## src/rtl/dma_flyby_pkg.sv

```systemverilog
package dma_flyby_pkg;
    parameter int NCH = 4;
    parameter int AW  = 16;
    parameter int CW  = 16;
    localparam int CHW = $clog2(NCH);

    typedef enum logic [1:0] {S_IDLE, S_WAIT, S_MOVE, S_REL} seq_t;

    typedef struct packed {
        logic [AW-1:0] addr;
        logic [CW-1:0] cnt;
        logic          to_dev;
        logic          armed;
    } chan_t;

    function automatic logic [NCH-1:0] ch_onehot(logic [CHW-1:0] c);
        return {{(NCH-1){1'b0}}, 1'b1} << c;
    endfunction
endpackage

```

## src/rtl/dma_chan_bank.sv

```systemverilog
module dma_chan_bank
    import dma_flyby_pkg::*;
(
    input  logic                   clk,
    input  logic                   rst,
    input  logic                   wr_en,
    input  logic [CHW-1:0]         wr_ch,
    input  logic                   wr_to_dev,
    input  logic [AW-1:0]          wr_addr,
    input  logic [CW-1:0]          wr_cnt,
    input  logic                   step,
    input  logic                   done,
    input  logic [CHW-1:0]         act_ch,
    input  logic                   stat_rd,
    output chan_t [NCH-1:0]        chans,
    output logic  [NCH-1:0]        tc_q
);
    for (genvar g = 0; g < NCH; g++) begin : g_ch
        always_ff @(posedge clk) begin
            if (rst) begin
                chans[g] <= '0;
            end else if (wr_en && wr_ch == CHW'(g)) begin
                chans[g].addr   <= wr_addr;
                chans[g].cnt    <= wr_cnt;
                chans[g].to_dev <= wr_to_dev;
                chans[g].armed  <= 1'b1;
            end else if (step && act_ch == CHW'(g)) begin
                chans[g].addr <= chans[g].addr + AW'(1);
                chans[g].cnt  <= chans[g].cnt - CW'(1);
                if (done) chans[g].armed <= 1'b0;
            end
        end

        always_ff @(posedge clk) begin
            if (rst)                              tc_q[g] <= 1'b0;
            else if (done && act_ch == CHW'(g))   tc_q[g] <= 1'b1;
            else if (stat_rd)                     tc_q[g] <= 1'b0;
        end
    end
endmodule

```

## src/rtl/dma_prio_pick.sv

```systemverilog
module dma_prio_pick
    import dma_flyby_pkg::*;
(
    input  logic [NCH-1:0] req,
    output logic           any,
    output logic [CHW-1:0] idx
);
    always_comb begin
        any = |req;
        idx = '0;
        for (int i = NCH - 1; i >= 0; i--) begin
            if (req[i]) idx = CHW'(i);
        end
    end
endmodule

```

## src/rtl/dma_seq.sv

```systemverilog
module dma_seq
    import dma_flyby_pkg::*;
(
    input  logic           clk,
    input  logic           rst,
    input  logic           pend_any,
    input  logic [CHW-1:0] pend_idx,
    input  logic           hlda,
    input  logic           dreq_cur,
    input  logic           cnt_zero,
    output seq_t           st,
    output logic [CHW-1:0] cur,
    output logic           step,
    output logic           done
);
    assign step = (st == S_MOVE);
    assign done = step && cnt_zero;

    always_ff @(posedge clk) begin
        if (rst) begin
            st  <= S_IDLE;
            cur <= '0;
        end else begin
            unique case (st)
                S_IDLE: if (pend_any) begin
                    cur <= pend_idx;
                    st  <= S_WAIT;
                end
                S_WAIT: begin
                    if (!dreq_cur)  st <= S_REL;
                    else if (hlda)  st <= S_MOVE;
                end
                S_MOVE: if (cnt_zero || !dreq_cur) st <= S_REL;
                S_REL:  if (!hlda) st <= S_IDLE;
                default: st <= S_IDLE;
            endcase
        end
    end
endmodule

```

## src/rtl/dma_flyby_top.sv

```systemverilog
module dma_flyby_top
    import dma_flyby_pkg::*;
(
    input  logic           clk,
    input  logic           rst,
    input  logic           cfg_we,
    input  logic [CHW-1:0] cfg_ch,
    input  logic           cfg_to_dev,
    input  logic [AW-1:0]  cfg_addr,
    input  logic [CW-1:0]  cfg_cnt,
    input  logic           stat_rd,
    output logic [NCH-1:0] stat_tc,
    output logic           irq,
    input  logic [NCH-1:0] dreq,
    output logic [NCH-1:0] dack,
    output logic           hrq,
    input  logic           hlda,
    output logic [AW-1:0]  bus_addr,
    output logic           mem_rd,
    output logic           mem_wr,
    output logic           io_rd,
    output logic           io_wr
);
    chan_t [NCH-1:0] chans;
    logic  [NCH-1:0] armed_v;
    logic            pend_any, step, done;
    logic [CHW-1:0]  pend_idx, cur;
    seq_t            st;

    for (genvar g = 0; g < NCH; g++) begin : g_arm
        assign armed_v[g] = chans[g].armed;
    end

    dma_chan_bank u_bank (
        .clk(clk), .rst(rst), .wr_en(cfg_we), .wr_ch(cfg_ch),
        .wr_to_dev(cfg_to_dev), .wr_addr(cfg_addr), .wr_cnt(cfg_cnt),
        .step(step), .done(done), .act_ch(cur), .stat_rd(stat_rd),
        .chans(chans), .tc_q(stat_tc)
    );

    dma_prio_pick u_pick (
        .req(dreq & armed_v), .any(pend_any), .idx(pend_idx)
    );

    dma_seq u_seq (
        .clk(clk), .rst(rst), .pend_any(pend_any), .pend_idx(pend_idx),
        .hlda(hlda), .dreq_cur(dreq[cur]), .cnt_zero(chans[cur].cnt == '0),
        .st(st), .cur(cur), .step(step), .done(done)
    );

    assign hrq      = (st == S_WAIT) || (st == S_MOVE);
    assign dack     = step ? ch_onehot(cur) : '0;
    assign bus_addr = step ? chans[cur].addr : '0;
    assign mem_rd   = step &&  chans[cur].to_dev;
    assign io_wr    = step &&  chans[cur].to_dev;
    assign io_rd    = step && !chans[cur].to_dev;
    assign mem_wr   = step && !chans[cur].to_dev;
    assign irq      = |stat_tc;
endmodule

```

## config.mk

```make
export PLATFORM = sky130hd
export DESIGN_NAME = dma_flyby_top
export DESIGN_NICKNAME = d
export VERILOG_FILES = /design/src/rtl/dma_flyby_pkg.sv /design/src/rtl/dma_chan_bank.sv /design/src/rtl/dma_prio_pick.sv /design/src/rtl/dma_seq.sv /design/src/rtl/dma_flyby_top.sv
export SDC_FILE = /design/constraint.sdc
export NUM_CORES = 1
export LEC_CHECK = 0
export ABC_CLOCK_PERIOD_IN_PS = 2200
export BUFFER_PORTS_ARGS = -buffer_cell sky130_fd_sc_hd__buf_2
export CAP_MARGIN = 10
export CORE_MARGIN = 10
export CORE_UTILIZATION = 56
export CTS_BUF_LIST = sky130_fd_sc_hd__clkbuf_8
export CTS_CLUSTER_SIZE = 10
export DETAILED_ROUTE_END_ITERATION = 12
export GPL_ROUTABILITY_DRIVEN = 0
export PLACE_DENSITY = 0.83
export SYNTH_ARGS = -nofsm -noshare
export SYNTH_HDL_FRONTEND = slang
export SYNTH_SLANG_ARGS = --single-unit
```

## constraint.sdc

```tcl
create_clock -name clk -period 2.2 [get_ports clk]
set_input_delay 0 -clock clk [delete_from_list [all_inputs] [get_ports clk]]
set_output_delay 0 -clock clk [all_outputs]
set_load 0.01 [all_outputs]
```

==> qor.csv, run 1 <==
stage,metric,value,unit
layout,syn_to_final_growth,23.4,%
power,p_int,4300,uW
timing,worst_pin_slew,0.667,ns
synth,synth_enable_flop_cells,0,
floorplan,core.rowCount,43,
synth,area_share_of_fa_ha_maj_cells_after_synthesis,2.07,%
setup_path,critPathKind,flop to flop,
layout,nFillCells,982,
setup_path,critPathArrivalTime,2.71,ns
grt,grt_start_max_net_pins,65,
setup_path,critical-path-max-stage-delay,0.53,ns
setup_path,worstSetupEndpointType,flop,
setup_path,crit_top_cell,sky130_fd_sc_hd__or4_4,
placement,numPortBuffers,73,
layout,multi_input_comb_area,0.00488,mm2
timing,grt_setup_unrepaired,yes,
setup_path,worst_reg2reg_path_depth,6,
timing,slew_headroom,55.6,%
setup_path,reg2reg_from,u_bank.chans[47],
timing,timing_hold_violations_final,0,
clock_network,cts_num_sinks,144,
power,total_net_switching_power,1940,uW
synth,post_synth_inst_count,927,
detailed_routing,highest-signal-layer,met4,
hold_path,type_of_the_worst_min_delay_path,primary input to flop,
synth,synth.area.mux_share,5.66,%
placement,dpl_ws,-0.142,ns
power,clockPowerShare,27.9,%
detailed_routing,met1_length,9940,um
floorplan,initial_core_util,56.9,%
synth,post_synth_instance_area,0.00787,mm2
detailed_routing,ant_nets,0,
layout,layout_common_cells,"sky130_fd_sc_hd__nor2_1 (152), sky130_fd_sc_hd__dfxtp_1 (140), sky130_fd_sc_hd__a211oi_1 (100)",
power,worst_ir_drop_vdd,0.437,mV
layout,final_design_area_no_fill,0.00971,mm2
timing,clock_period_minus_worst_slack,2.32,ns
synth,synth_top_family_by_area,simple AND/OR/NAND/NOR gates,
timing,post_route_worst_setup_slack,-0.120,ns
synth,syn_avg_cell_area,8.49,um2
layout,finalNetCount,1124,
clock_network,cts-root-buf,sky130_fd_sc_hd__clkbuf_8,
clock_network,numCtsBuffers,17,
timing,finalSetupViolations,8,
setup_path,worst_setup_path_startpoint,u_bank.chans[47],
setup_path,worst_r2r_endpoint,u_seq.st[0],
clock_network,clk_pin_slew_worst_paths,0.07,ns
setup_path,worst-path-stages,6,
floorplan,design.die.area,0.0192,mm2
placement,detailed_place_hpwl,15200,um
floorplan,die_w,139,um
status,failed_checks,setup timing,
setup_path,crit_path_top_delay_cell,sky130_fd_sc_hd__or4_4,
timing,finalSetupTns,-0.559,ns
detailed_routing,drt_initial_violations,805,
floorplan,top_level_ports,74,
placement,post_dp_cell_area,0.00873,mm2
synth,synth_warnings,0,
synth,synth_xor_xnor_area_share,11.0,%
grt,grt_usage,23.2,%
layout,commonest_non_fill_non_tap_cell_in_the_layout,sky130_fd_sc_hd__nor2_1,
clock_network,cts_htree_levels,4,
floorplan,core-area,0.0138,mm2
detailed_routing,via_count,7718,
synth,simple_gate_portion_of_the_synthesized_area,24.6,%
grt,overflow,0,
setup_path,setup.worst_path.start_class,flop,
timing,slew_violations,0,
power,cellPowerDensity,642,mW/mm2
power,power.share.sequential,48.0,%
synth,synth.net_count,984,
power,total_leakage_power,0.00366,uW
grt,first_global_vias,7457,
setup_path,required_worst_endpoint,2.59,ns
detailed_routing,count_of_tritonroute_iterations_in_the_first_routing_pass,7,
layout,area.sequential,0.00289,mm2
synth,ys_seq_area_share,36.6,%
clock_network,worstSkewPairLatency,0.46,ns
setup_path,timing.reg2reg.setup_slack,-0.12,ns
synth,async_reset_ff_share,0,%
power,pwr-share-comb,24.1,%
floorplan,die_y,139,um
setup_path,worst_setup_path_endpoint,u_seq.st[0],
detailed_routing,detail_route.drc_violations,0,
setup_path,worst-path-buf-inv,0,
synth,synthesized_area_fraction_occupied_by_ao_oa_aoi_and_oai_cells,15.9,%
timing,skew,0.0101,ns
run,cap_viol_max_count,0,
clock_network,clockBufferDepth,2,
grt,number_of_antenna_violations_at_the_first_check_in_global_routing,2,
timing,fmaxAchievable,431,MHz
detailed_routing,routed_wire_length_per_instance,18.5,um
layout,drive_gt1_share,21.9,%
power,swShare,31.1,%
synth,postSynthRegisterBits,144,
synth,synth_top_flop_cell,sky130_fd_sc_hd__dfxtp_1,
detailed_routing,viasPerCell,6.13,
timing,finalHoldWorstSlack,0.0364,ns
grt,grt_first_pass_wirelength,37600,um
detailed_routing,met2RoutedLength,10700,um
detailed_routing,met3_wirelength,1960,um
clock_network,cts_tree,yes,
detailed_routing,routed_wl,23300,um
timing,tcrit_tclk_final,105,%
setup_path,crit_family,simple AND/OR/NAND/NOR gates,
setup_path,worst_path_cell_trace,"or4_4, or3_4, or4_4, and4b_4, nand3b_1, a21oi_2",
setup_path,maximum_fanout_along_the_worst_path,4,
status,status,"finished, violations left",
synth,distinct_cells_synth,50,
hold_path,hold_path_depth,5,
[tightest hold or removal path: stages]
cell and delay, ns:
sky130_fd_sc_hd__buf_2 0.08, sky130_fd_sc_hd__nand2_1 0.06, sky130_fd_sc_hd__nand3_1 0.11, sky130_fd_sc_hd__o21ai_1 0.08
sky130_fd_sc_hd__a21oi_1 0.13
[what timing repair did]
item                                    in CTS  in global routing
hold buffers                                43                  0
endpoints found under the setup margin      27                 48
endpoints found under the hold margin      138                  0
resized for setup                           13                 34
buffers inserted                             3                  3
pin swaps                                    7                 10
[sequential cells by signal, summed over array words and instances, names as in the netlist]
signal,count
u_bank.chans,136
u_bank.tc_q,4
u_seq.st,2
u_seq.cur,2
[cells by family after synthesis]
kind of cell | Yosys count
and+or+nand+nor | 397
AOI/OAI and AO/OA | 177
DFF | 144
xor gates and xnor gates | 99
buffers and inverters | 75
muxes | 22
adders and majority gates | 13
[metal layers]
layer | GRT usage, % | vias up
met3 | 4.97 | 67
li1 | - | 3636
met4 | 10.3 | 0
met2 | 36.2 | 379
met5 | 0 | -
met1 | 30.2 | 3636
[worst min path at each step]
stage | startpoint | endpoint | slack (ns)
global placement | cfg_cnt[1] | u_bank.chans[71] | 0.28
finish | hlda | u_seq.st[1] | 0.04
floorplan | cfg_to_dev | u_bank.chans[103] | 0.14
CTS | hlda | u_seq.st[1] | 0.002
global route | rst | u_seq.cur[0] | 0.07
detailed placement | cfg_cnt[1] | u_bank.chans[71] | 0.29
[synth_stat cells (all sizes together) (2+ instances only)]
cell type	instances	area share, %
or4	8	0.91
nor2b	8	0.64
mux2i	4	0.51
and3	15	1.2
a21oi	19	1.2
nor4	12	0.95
a211oi	100	9.5
xnor2	49	5.5
nand3b	8	0.76
and2	18	1.4
dfxtp	144	37
nand3	20	1.3
nor2	154	7.3
o211ai	3	0.29
nand4	17	1.4
and4	3	0.33
nand2	72	3.4
inv	14	0.67
o21ai	27	1.7
ha	13	2.1
or2	5	0.40
a22o	2	0.22
nor3b	2	0.19
clkbuf	47	2.5
a311oi	24	2.7
xor2	50	5.6
or3	27	2.3
buf	12	0.78
nor3	22	1.4
mux4	18	5.1
[final cells by class]
type,instances,share of cell area [%]
Sequential cell,144,29.7
Multi-Input combinational cell,708,50.3
Clock inverter,8,0.322
Inverter,15,0.605
Tap cell,180,2.32
Timing Repair Buffer,181,13.8
Antenna cell,3,0.0773
Clock buffer,20,2.83
[per-stage QoR]
step / instances / power (uW) / util [%]
2_1_floorplan: 927 / 3870 / -
3_3_place_gp: 1179 / 4320 / 63.1
3_5_place_dp: 1179 / 4370 / 63.1
4_1_cts: 1253 / 6170 / 69.0
5_1_grt: 1258 / 6510 / 70.2
6_report: 1259 / 6230 / 70.2
[power groups by stage]
stage	logic [uW]	clock network, uW	registers [uW]
2_1_floorplan	882	0	2990
3_3_place_gp	1300	0	3020
3_5_place_dp	1340	0	3030
4_1_cts	1430	1760	2980
5_1_grt	1640	1860	3020
6_report	1500	1740	2990
Note: power is estimated with default switching activity, not from simulation.
==> run 2: changes to the inputs <==
==> constraint.sdc (replaced) <==
create_clock -name clk -period 2.2 [get_ports clk]
set_input_delay 0 -clock clk [delete_from_list [all_inputs] [get_ports clk]]
set_output_delay 0 -clock clk [all_outputs]
set_load 0.02 [all_outputs]
==> run 2 against run 1 <==
The flow still finishes with violations (setup timing). Critical path depth unchanged. Cell count down 0.79%. Die area unchanged. Maximum frequency down 0.46%. Non-clock buffer count down 6. Power up 0.25%. Count of clock-buffer cells in the layout down 1. Register-to-register slack about the same. Worst setup slack worse by 0.011 ns. Sequential share of layout area up 0.12 points. Via count down 0.78%. Largest cell class unchanged. Largest power group unchanged.
==> qor.csv, run 2 (same netlist as run 1, synthesis figures left out) <==
stage,metric,value,unit,change
status,status,"finished, violations left",,unchanged
setup_path,setup.worst_path.start_class,flop,,unchanged
clock_network,cts_tree,yes,,unchanged
grt,grt_usage,22.3,%,was 23.2%
grt,number_of_antenna_violations_at_the_first_check_in_global_routing,0,,was 2
setup_path,critPathArrivalTime,2.66,ns,was 2.71 ns
layout,largest_register_ff_count,136,,unchanged
layout,finalNetCount,1118,,was 1124
detailed_routing,via_count,7658,,was 7718
setup_path,worst_reg2reg_path_depth,6,,unchanged
power,pwr-share-comb,24.5,%,was 24.1%
power,totalPowerFinal,6250,uW,was 6230 uW
layout,largest-register,u_bank.chans,,unchanged
setup_path,maximum_fanout_along_the_worst_path,4,,unchanged
power,swShare,31.8,%,was 31.1%
layout,commonest_non_fill_non_tap_cell_in_the_layout,sky130_fd_sc_hd__nor2_1,,unchanged
floorplan,die_w,139,um,unchanged
timing,post_route_worst_setup_slack,-0.131,ns,was -0.120 ns
clock_network,cts_htree_levels,4,,unchanged
timing,slew_violations,0,,unchanged
layout,top_regs,"u_bank.chans (136), u_bank.tc_q (4)",,unchanged
placement,post_dp_cell_area,0.00874,mm2,was 0.00873 mm2
setup_path,critPathKind,flop to flop,,unchanged
setup_path,worst_r2r_endpoint,u_seq.st[0],,unchanged
power,cellPowerDensity,646,mW/mm2,was 642 mW/mm2
timing,finalSetupViolations,13,,was 8
grt,first_global_vias,7104,,was 7457
status,failed_checks,setup timing,,unchanged
timing,tcrit_tclk_final,106,%,was 105%
hold_path,type_of_the_worst_min_delay_path,primary input to flop,,unchanged
setup_path,worstSetupEndpointType,flop,,unchanged
detailed_routing,ant_nets,0,,unchanged
layout,syn_to_final_growth,22.9,%,was 23.4%
timing,skew,0.00913,ns,was 0.0101 ns
timing,slew_headroom,54.2,%,was 55.6%
detailed_routing,viasPerCell,6.13,,about the same
hold_path,worstHoldEndpoint,u_seq.st[1],,unchanged
grt,overflow,0,,unchanged
placement,numPortBuffers,73,,unchanged
layout,final_design_area_no_fill,0.00968,mm2,was 0.00971 mm2
clock_network,worstSkewPairLatency,0.46,ns,about the same
clock_network,cts-root-buf,sky130_fd_sc_hd__clkbuf_8,,unchanged
power,total_net_switching_power,1990,uW,was 1940 uW
setup_path,reg2reg_from,u_bank.chans[47],,unchanged
layout,finalCoreUtilization,70.0,%,was 70.2%
layout,antenna-diode-count,0,,was 3
power,total_leakage_power,0.00363,uW,was 0.00366 uW
grt,grt_start_max_net_pins,66,,was 65
detailed_routing,routed_wl,22900,um,was 23300 um
hold_path,hold_path_depth,5,,unchanged
setup_path,required_worst_endpoint,2.53,ns,was 2.59 ns
run,cap_viol_max_count,0,,unchanged
detailed_routing,routed_wire_length_per_instance,18.4,um,was 18.5 um
power,worst_ir_drop_vdd,0.497,mV,was 0.437 mV
floorplan,top_level_ports,74,,unchanged
detailed_routing,count_of_tritonroute_iterations_in_the_first_routing_pass,6,,was 7
clock_network,numCtsBuffers,17,,unchanged
layout,layout_common_cells,"sky130_fd_sc_hd__nor2_1 (152), sky130_fd_sc_hd__dfxtp_1 (142), sky130_fd_sc_hd__a211oi_1 (97)",,"was sky130_fd_sc_hd__nor2_1 (152), sky130_fd_sc_hd__dfxtp_1 (140), sky130_fd_sc_hd__a211oi_1 (100)"
hold_path,hp-start,hlda,,unchanged
timing,timing_hold_violations_final,0,,unchanged
floorplan,die_y,139,um,unchanged
floorplan,core-area,0.0138,mm2,unchanged
floorplan,initial_core_util,56.9,%,unchanged
placement,detailed_place_hpwl,15100,um,was 15200 um
timing,finalSetupTns,-0.813,ns,was -0.559 ns
setup_path,timing.reg2reg.setup_slack,-0.13,ns,was -0.12 ns
timing,worst_pin_slew,0.688,ns,was 0.667 ns
layout,nFillCells,1005,,was 982
floorplan,core.rowCount,43,,unchanged
detailed_routing,detail_route.drc_violations,0,,unchanged
timing,clock_period_minus_worst_slack,2.33,ns,was 2.32 ns
clock_network,clk_pin_slew_worst_paths,0.08,ns,was 0.07 ns
floorplan,design.die.area,0.0192,mm2,unchanged
timing,grt_setup_unrepaired,yes,,unchanged
detailed_routing,drt_initial_violations,720,,was 805
grt,grt_first_pass_wirelength,36000,um,was 37600 um
timing,fmaxAchievable,429,MHz,was 431 MHz
clock_network,cts_num_sinks,144,,unchanged
clock_network,clockBufferDepth,2,,unchanged
power,p_int,4260,uW,was 4300 uW
power,power.share.sequential,47.8,%,was 48.0%
layout,drive_gt1_share,21.7,%,was 21.9%
power,clockPowerShare,27.7,%,was 27.9%
## run 2: changes by cell type in the layout (fill, tap and decap cells not counted), moves of 3 or more
| cell | delta |
|---|---|
| sky130_fd_sc_hd__a211oi_2 | +3 |
| sky130_fd_sc_hd__dfxtp_2 | -3 |
| sky130_fd_sc_hd__buf_4 | -8 |
| sky130_fd_sc_hd__diode_2 | -3 |
| sky130_fd_sc_hd__a211oi_1 | -3 |
## run 2: layer usage
layer / part of all wire (%) / track usage, % / wire length [um]
met1: 43 / 29.7 / 9820
met2: 46 / 34.8 / 10600
met3: 8.3 / 4.18 / 1910
met4: 2.5 / 8.60 / 576
met5: 0 / 0 / 0
## run 2: final cells by class
type / count / area [um2] / area share (%)
Clock buffer: 19 / 262 / 2.70
Clock inverter: 8 / 32.5 / 0.336
Inverter: 15 / 61.3 / 0.634
Timing Repair Buffer: 175 / 1320 / 13.6
Sequential cell: 144 / 2890 / 29.8
Tap cell: 180 / 225 / 2.33
Multi-Input combinational cell: 708 / 4890 / 50.5
## run 2: worst max path at each step
stage	depth (start not counted)	slack [ns]	start	to
floorplan	6	-0.03	u_bank.chans[47]	u_seq.st[0]
global placement	6	-0.1	u_bank.chans[47]	u_seq.st[1]
detailed placement	6	-0.13	u_bank.chans[47]	u_seq.st[1]
CTS	6	-0.14	u_bank.chans[38]	u_seq.st[0]
global route	6	-0.20	u_bank.chans[47]	u_seq.st[0]
finish	6	-0.13	u_bank.chans[47]	u_seq.st[0]
## run 2: what timing repair did
action	4_1_cts	5_1_grt
endpoints found under the setup margin	17	59
hold buffers	42	0
buffers inserted	3	1
hold endpoints to repair	138	0
gates resized for setup	11	35
pin swaps	7	9
## run 2: power groups by stage
stage | Clock, uW | Combinational [uW] | Sequential [uW]
finish | 1730 | 1530 | 2990
global route | 1820 | 1660 | 3010
floorplan | 0 | 918 | 2990
CTS | 1730 | 1460 | 2970
detailed placement | 0 | 1370 | 3030
global placement | 0 | 1350 | 3020
## run 2: critical path: stages (launching register included)
cell and delay [ns]:
sky130_fd_sc_hd__dfxtp_1 0.32, sky130_fd_sc_hd__or4_4 0.56, sky130_fd_sc_hd__or3_4 0.36, sky130_fd_sc_hd__or4_4 0.51, sky130_fd_sc_hd__and4b_4 0.22, sky130_fd_sc_hd__o21ai_0 0.14
sky130_fd_sc_hd__a21oi_1 0.09
## run 2: through the flow
step / cells / hold slack, ns / setup WS (ns)
floorplan: 927 / 0.136 / -0.0293
global placement: 1176 / 0.281 / -0.0966
detailed placement: 1176 / 0.283 / -0.130
CTS: 1248 / 0.0440 / -0.136
global route: 1249 / 0.0845 / -0.199
finish: 1249 / 0.0538 / -0.131
